===== config.mk =====
export PLATFORM = sky130hd
export DESIGN_NAME = sg_unit
export DESIGN_NICKNAME = d
export VERILOG_FILES = /design/src/rtl/sg_pkg.sv /design/src/rtl/sg_select.sv /design/src/rtl/sg_recip_div.sv /design/src/rtl/sg_scale.sv /design/src/rtl/sg_unit.sv
export SDC_FILE = /design/constraint.sdc
export NUM_CORES = 1
export LEC_CHECK = 0
export BUFFER_PORTS_ARGS = -buffer_cell sky130_fd_sc_hd__buf_2
export CORE_UTILIZATION = 24
export DETAILED_ROUTE_END_ITERATION = 12
export PLACE_DENSITY = 0.42
export SETUP_SLACK_MARGIN = 0.1
export SKIP_CTS_REPAIR_TIMING = 1
export SLEW_MARGIN = 40
export SYNTH_ARGS = -nofsm -noshare
export SYNTH_HDL_FRONTEND = slang
export SYNTH_SLANG_ARGS = --single-unit
export TNS_END_PERCENT = 5

===== constraint.sdc =====
create_clock -name clk -period 23.6 [get_ports clk]
set_input_delay 7.08 -clock clk [delete_from_list [all_inputs] [get_ports clk]]
set_output_delay 7.08 -clock clk [all_outputs]
set_load 0.1 [all_outputs]

===== src/rtl/sg_pkg.sv =====
package sg_pkg;
   // rounding applied when the scaled product drops its fraction bits
   typedef enum logic {
      RND_FLOOR   = 1'b0,
      RND_HALF_UP = 1'b1
   } sg_rnd_e;
endpackage


===== src/rtl/sg_select.sv =====
// Chooses the slope and time difference that feed the divider and scaler.
module sg_select #(
   parameter int W         = 16,
   parameter int K_SLOPE   = 16,
   parameter int ENS_SLOPE = 32,
   parameter int WINDOW    = 4096
) (
   input  logic                fired,
   input  logic signed [W-1:0] slope,
   input  logic signed [W-1:0] t_act,
   input  logic signed [W-1:0] t_tgt,
   output logic        [W-1:0] s_eff,
   output logic signed [W:0]   diff
);
   localparam logic signed [W-1:0] K_V   = W'(K_SLOPE);
   localparam logic signed [W-1:0] ENS_V = W'(ENS_SLOPE);
   localparam logic signed [W-1:0] WIN_V = W'(WINDOW);

   logic signed [W-1:0] t_use;

   always_comb begin
      if (!fired) begin
         s_eff = ENS_V;
      end else if (slope < K_V) begin
         s_eff = K_V;
      end else begin
         s_eff = slope;
      end
      t_use = fired ? t_act : WIN_V;
      diff  = (W+1)'(t_use) - (W+1)'(t_tgt);
   end
endmodule


===== src/rtl/sg_recip_div.sv =====
// Restoring divider: quot = floor(2^(DIV_W-1) / divisor), one bit per cycle.
module sg_recip_div #(
   parameter int W     = 16,
   parameter int DIV_W = 17
) (
   input  logic             clk,
   input  logic             rst_n,
   input  logic             start,
   input  logic [W-1:0]     divisor,
   output logic             done,
   output logic [DIV_W-1:0] quot
);
   localparam int CNT_W = $clog2(DIV_W + 1);
   localparam int PW    = DIV_W + W;
   localparam logic [DIV_W-1:0] NUM   = {1'b1, {(DIV_W-1){1'b0}}};
   localparam logic [CNT_W-1:0] CNT_0 = CNT_W'(DIV_W);
   localparam logic [CNT_W-1:0] CNT_1 = CNT_W'(1);

   logic [DIV_W-1:0] num_q;
   logic [W-1:0]     rem_q;
   logic [W-1:0]     dvs_q;
   logic [CNT_W-1:0] cnt_q;
   logic             run_q;
   logic [W:0]       rem_sh;
   logic [W-1:0]     rem_sub;
   logic             ge;

   assign rem_sh  = {rem_q, num_q[DIV_W-1]};
   assign ge      = rem_sh >= {1'b0, dvs_q};
   assign rem_sub = rem_sh[W-1:0] - dvs_q;

   always_ff @(posedge clk) begin
      if (!rst_n) begin
         num_q <= '0;
         rem_q <= '0;
         dvs_q <= '0;
         cnt_q <= '0;
         run_q <= 1'b0;
         done  <= 1'b0;
         quot  <= '0;
      end else begin
         done <= 1'b0;
         if (start) begin
            num_q <= NUM;
            rem_q <= '0;
            dvs_q <= divisor;
            cnt_q <= CNT_0;
            run_q <= 1'b1;
            quot  <= '0;
         end else if (run_q) begin
            rem_q <= ge ? rem_sub : rem_sh[W-1:0];
            quot  <= {quot[DIV_W-2:0], ge};
            num_q <= {num_q[DIV_W-2:0], 1'b0};
            cnt_q <= cnt_q - CNT_1;
            if (cnt_q == CNT_1) begin
               run_q <= 1'b0;
               done  <= 1'b1;
            end
         end
      end
   end

   // quotient bound check: q*d <= N and N - q*d < d
   logic [PW-1:0] chk_prod;
   logic [PW-1:0] chk_num;
   logic [PW-1:0] chk_dvs;
   assign chk_prod = {{W{1'b0}}, quot} * {{DIV_W{1'b0}}, dvs_q};
   assign chk_num  = {{W{1'b0}}, NUM};
   assign chk_dvs  = {{DIV_W{1'b0}}, dvs_q};

   assert_quot_exact_R1: assert property (@(posedge clk) disable iff (!rst_n)
      done |-> ((chk_prod <= chk_num) && ((chk_num - chk_prod) < chk_dvs)))
      else $error("reciprocal quotient out of bounds");
endmodule


===== src/rtl/sg_scale.sv =====
// Multiplies time difference by reciprocal, negates, drops fraction, saturates.
module sg_scale #(
   parameter int             W        = 16,
   parameter int             FRAC_W   = 8,
   parameter int             DIV_W    = 17,
   parameter sg_pkg::sg_rnd_e RND_MODE = sg_pkg::RND_FLOOR
) (
   input  logic signed [W:0]       diff,
   input  logic        [DIV_W-1:0] recip,
   output logic signed [W-1:0]     err
);
   localparam int PW = W + DIV_W + 3;
   localparam logic signed [PW-1:0] HI = PW'((1 << (W-1)) - 1);
   localparam logic signed [PW-1:0] LO = -HI - PW'(1);

   logic signed [PW-1:0] prod;
   logic signed [PW-1:0] shifted;
   logic signed [PW-1:0] neg;

   assign prod = PW'(diff) * PW'($signed({1'b0, recip}));

   generate
      if (RND_MODE == sg_pkg::RND_FLOOR) begin : g_floor
         assign shifted = prod >>> FRAC_W;
      end else begin : g_half
         localparam logic signed [PW-1:0] HALF = PW'(1) <<< (FRAC_W - 1);
         assign shifted = (prod + HALF) >>> FRAC_W;
      end
   endgenerate

   always_comb begin
      neg = -shifted;
      if (neg > HI) begin
         err = HI[W-1:0];
      end else if (neg < LO) begin
         err = LO[W-1:0];
      end else begin
         err = neg[W-1:0];
      end
   end
endmodule


===== src/rtl/sg_unit.sv =====
// Spike-timing surrogate gradient unit, fixed latency, single operand in flight.
module sg_unit #(
   parameter int              INT_W    = 8,
   parameter int              FRAC_W   = 8,
   parameter int              K_SLOPE  = 16,
   parameter int              THETA    = 512,
   parameter int              WINDOW   = 4096,
   parameter sg_pkg::sg_rnd_e RND_MODE = sg_pkg::RND_FLOOR
) (
   input  logic                        clk,
   input  logic                        rst_n,
   input  logic                        in_valid,
   output logic                        in_ready,
   input  logic                        in_fired,
   input  logic signed [INT_W+FRAC_W-1:0] in_slope,
   input  logic signed [INT_W+FRAC_W-1:0] in_t_act,
   input  logic signed [INT_W+FRAC_W-1:0] in_t_tgt,
   output logic                        out_valid,
   output logic signed [INT_W+FRAC_W-1:0] out_err
);
   localparam int W         = INT_W + FRAC_W;
   localparam int DIV_W     = 2 * FRAC_W + 1;
   localparam int ENS_SLOPE = (THETA * (1 << FRAC_W)) / WINDOW;
   localparam logic [W-1:0] K_V = W'(K_SLOPE);

   generate
      if (FRAC_W < 1 || INT_W < 2) begin : g_bad_width
         $error("sg_unit: INT_W must be >= 2 and FRAC_W >= 1");
      end
      if (K_SLOPE < 1 || K_SLOPE >= (1 << (W-1))) begin : g_bad_k
         $error("sg_unit: K_SLOPE must be positive and representable");
      end
      if (WINDOW < 1 || WINDOW >= (1 << (W-1))) begin : g_bad_window
         $error("sg_unit: WINDOW must be positive and representable");
      end
      if (ENS_SLOPE < 1 || ENS_SLOPE >= (1 << (W-1))) begin : g_bad_ens
         $error("sg_unit: THETA/WINDOW must give a representable positive slope");
      end
   endgenerate

   logic              accept;
   logic              busy_q;
   logic [W-1:0]      s_sel;
   logic signed [W:0] d_sel;
   logic signed [W:0] d_q;
   logic              div_done;
   logic [DIV_W-1:0]  recip;
   logic signed [W-1:0] err_c;

   assign in_ready = !busy_q;
   assign accept   = in_valid && !busy_q;

   sg_select #(
      .W(W), .K_SLOPE(K_SLOPE), .ENS_SLOPE(ENS_SLOPE), .WINDOW(WINDOW)
   ) sel_i (
      .fired(in_fired), .slope(in_slope), .t_act(in_t_act), .t_tgt(in_t_tgt),
      .s_eff(s_sel), .diff(d_sel)
   );

   sg_recip_div #(
      .W(W), .DIV_W(DIV_W)
   ) div_i (
      .clk(clk), .rst_n(rst_n), .start(accept), .divisor(s_sel),
      .done(div_done), .quot(recip)
   );

   sg_scale #(
      .W(W), .FRAC_W(FRAC_W), .DIV_W(DIV_W), .RND_MODE(RND_MODE)
   ) scl_i (
      .diff(d_q), .recip(recip), .err(err_c)
   );

   always_ff @(posedge clk) begin
      if (!rst_n) begin
         busy_q    <= 1'b0;
         d_q       <= '0;
         out_valid <= 1'b0;
         out_err   <= '0;
      end else begin
         out_valid <= div_done;
         if (accept) begin
            busy_q <= 1'b1;
            d_q    <= d_sel;
         end
         if (div_done) begin
            busy_q  <= 1'b0;
            out_err <= err_c;
         end
      end
   end

   assert_slope_floor_R2: assert property (@(posedge clk) disable iff (!rst_n)
      (accept && in_fired) |-> (s_sel >= K_V))
      else $error("divisor below slope floor");

   assert_one_pulse_R5: assert property (@(posedge clk) disable iff (!rst_n)
      out_valid |=> !out_valid)
      else $error("out_valid longer than one cycle");

   assert_busy_before_out_R6: assert property (@(posedge clk) disable iff (!rst_n)
      out_valid |-> $past(!in_ready))
      else $error("result without a busy interval");

   assert_err_hold_R8: assert property (@(posedge clk) disable iff (!rst_n)
      !out_valid |-> $stable(out_err))
      else $error("out_err moved without out_valid");
endmodule


==> impl_results.md <==
* Crit path time final at 10050 ps
* M1 WL at between 15000 and 20000 um
* Htree depth at 3
* NetSw at between 0.0002 and 0.00025 W
* Inserted Diodes at 0
* TritonCTS Sinks at between 90 and 100
* Top achievable clock speed at roughly 100 MHz
* Reg clk slew, reported paths at 70 ps
* Metal2 WL at ~21000 um
* Buf/Inv on CP at 1
* Antenna Nets Post-Route at 0
* Vias in the first global route at around 13000
* Gr ovfl total at 0
* Share of cells above drive strength 1 at roughly 8%
* Top cells by area, synth: fa_1, ha_1, dfxtp_1
* Max Used Layer: met4
* CORE AREA at 65860 um2
* Initial antenna violation count at 1
* Most frequent cells after synthesis: inv_1, fa_1, nand2_1
* Ys Warns at 0
* Sw Ratio at between 30% and 40%
* Skew-Pair Late Insertion Delay at 380 ps
* CP endpoint kind: register
* Hold Crit Class: reg -> reg
* Crit path max-delay family: compound AO/OA/AOI/OAI gates
* WL final at about 43000 um
* Port bufs at a little under 70
* VDD IR max at 0.02936 mV
* Clk pwr share at between 20 and 30%
* Final setup viols at 0
* Yosys top cell area share at between 20 and 30%
* CTS tree: yes
* Via count at approximately 13000
* Crit-path cells: buf_2 > nand2_1 > ha_1 > fa_1 > nor2b_1 > o21ai_0 > a21boi_0 > o21ai_0 > a21boi_0 > o21ai_0 > a21boi_0 > o21ai_0 > a21oi_1 > a31oi_1 > o211ai_1 > a21oi_1
* Post-synth EDFFs at 0
* DR WL met3 at about 1100 um
* Area Growth Syn to Fin at 9.441%
* Cell Pwr Density at a little under 30 nW/um2
* Setup CP Type: in -> reg
* Slowest cell on crit path: fa_1
* Overall die width at ~260 um
* Largest net degree at the start of global routing at 54
* Pleak at roughly 8.4 nW
* Most frequent cell after synthesis: inv_1
* Setup Total Neg Slack at 0 ps
* DIE AREA at between 60000 and 70000 um2
* Vias per inst at roughly 4.6
* Cts bufs inserted at 9
* Synthesized Nets at around 2300
* Most common cell on crit path: o21ai_0
* Dpl hpwl at 34590 um
* Post-synth cell types at 84
* Gr usage total at between 10% and 20%
* Synth Cell Area at between 15000 and 20000 um2
* Synth Register Bits at just over 90
* Rel. slew slack at a little under half
* I/O Pins at 70
* Slew @ Worst Pin at ~810 ps
* Post-synth ARST share at 0%
* Crit share post-route at 42.59%
* Sequential fraction of the synthesis area at a little under an eighth
* Crit-path max FO at 20
* Mapped Cells at 1898
* CP Data Arrival Time at just over 10000 ps
* Fin. max-slew vios at 0
* Die Span Y at 260.2 um
* First-pass GRT wire length at a little over 70000 um
* Root Driver: clkbuf_16
* Fin. Hold Viols at 0
* Site row count at 94
* Starting Density at between 20 and 25%
* Avg Inst Size Synth at roughly 8.4 um2
* Max cap viols at 0
* TritonRoute pass-1 iters at 5
* GPL Wtd Cong at 0.8081
* Worst Path Required at roughly 24000 ps
* Pwr Total at between 0.0005 and 0.0006 W
* Drt drc at 0
* CP Launch Type: primary input
* Crit-path max cell delay at between 300 and 400 ps
* Detailed router's first-iteration violation count at ~450
* WL/cell at approximately 15 um
* Status: complete, no violations
* Yosys top cell by area: fa_1
* Comb power frac at 37.6%
* Reg power frac at 34.5%
* Final Skew at between 10 and 15 ps
* Main synth FF type: dfxtp_1
* Clk buf depth at 2
* Internal at 0.0003102 W
* Nets at ~2300
* RSZ-0062 raised after global routing: false
## power groups by stage
stage          Clock (W)  Sequential [W]  Combinational, W
2_1_floorplan          0        0.000172          0.000147
3_3_place_gp           0        0.000180          0.000194
3_5_place_dp           0        0.000180          0.000195
4_1_cts         0.000149        0.000176          0.000196
5_1_grt         0.000155        0.000178          0.000219
6_report        0.000142        0.000176          0.000192
## cells in the final DEF, fill, tap and decap left out, drive strengths merged, types with 20 or more instances in the layout
master | synthesis | final
a21boi | 21 | 21
a21oi | 73 | 73
and2 | 171 | 171
buf | 6 | 89
dfxtp | 92 | 92
fa | 225 | 225
ha | 161 | 161
inv | 305 | 306
mux2i | 31 | 31
nand2 | 225 | 225
nand3 | 35 | 35
nor2 | 76 | 76
nor3 | 22 | 22
o21ai | 75 | 75
xnor2 | 29 | 29
xor2 | 20 | 20
## worst register-to-register path, cell delays in order, from the launching register on
cell and delay, ps:
dfxtp_1 850, nand2_1 190, fa_1 590, fa_1 430, fa_1 520, inv_1 50, fa_1 480, fa_1 560
inv_1 60, fa_1 530, inv_1 40, ha_1 370, nand3_1 170, nor3_1 490, nor2_1 150, o311ai_0 600
o21ai_1 300, nor4_4 300, nand4_2 240, or3_1 400, a2111o_1 480, o21ai_4 470, a32oi_1 120
## cell type report
type / instances / area [um2]
clock buffer: 10 / 229.0
clock inverter: 6 / 48.80
fill: 7286 / 48360
inverter: 306 / 1149
multi-input combinational: 1403 / 12640
sequential: 92 / 1862
tap: 864 / 1081
timing repair buffer: 89 / 495.5
## metal layers
metal	track usage (%)	up-vias
li1	-	6151
met5	0	-
met1	17.01	6275
met3	1.569	29
met4	3.233	0
met2	23.01	155
## logic make-up (layout without fill, tap and decap cells)
logic type | Yosys count | in the layout | synth area share (%)
muxes | 33 | 33 | 2.081
xor gates and xnor gates | 49 | 49 | 2.730
and+or+nand+nor | 635 | 635 | 20.18
buffers and inverters | 403 | 411 | 9.535
AOI/OAI and AO/OA | 300 | 300 | 13.21
DFF | 92 | 92 | 11.51
adders and majority gates | 386 | 386 | 40.75
## state kept, by name, indices dropped and copies added, names as in the netlist
signal,cells
div_i.done,1
div_i.num_q,1
div_i.dvs_q,16
d_q,17
div_i.rem_q,16
div_i.run_q,1
div_i.quot,17
out_valid,1
busy_q,1
div_i.cnt_q,5
out_err,16
## worst paths after layout
kind,from,to,slack [ps],cells after the start
setup / recovery,in_fired,d_q[16],13550,16
hold / removal,out_err[2],out_err[2],460,2
setup reg to reg,div_i.quot[12],out_err[3],15040,22
hold reg to reg,out_err[2],out_err[2],460,2
## per-stage QoR
step	util (%)	setup slack, ps	instances	hold slack (ps)	area [um2]
after floorplan	-	13590	1898	441.0	16000
after global placement	26.12	13290	2754	447.6	17200
after detailed placement	26.14	13150	2754	454.1	17220
after CTS	26.56	13570	2770	471.3	17490
after global routing	26.58	13170	2770	505.2	17510
final	26.58	13550	2770	462.4	17510
Power figures use the tool's default switching activity.
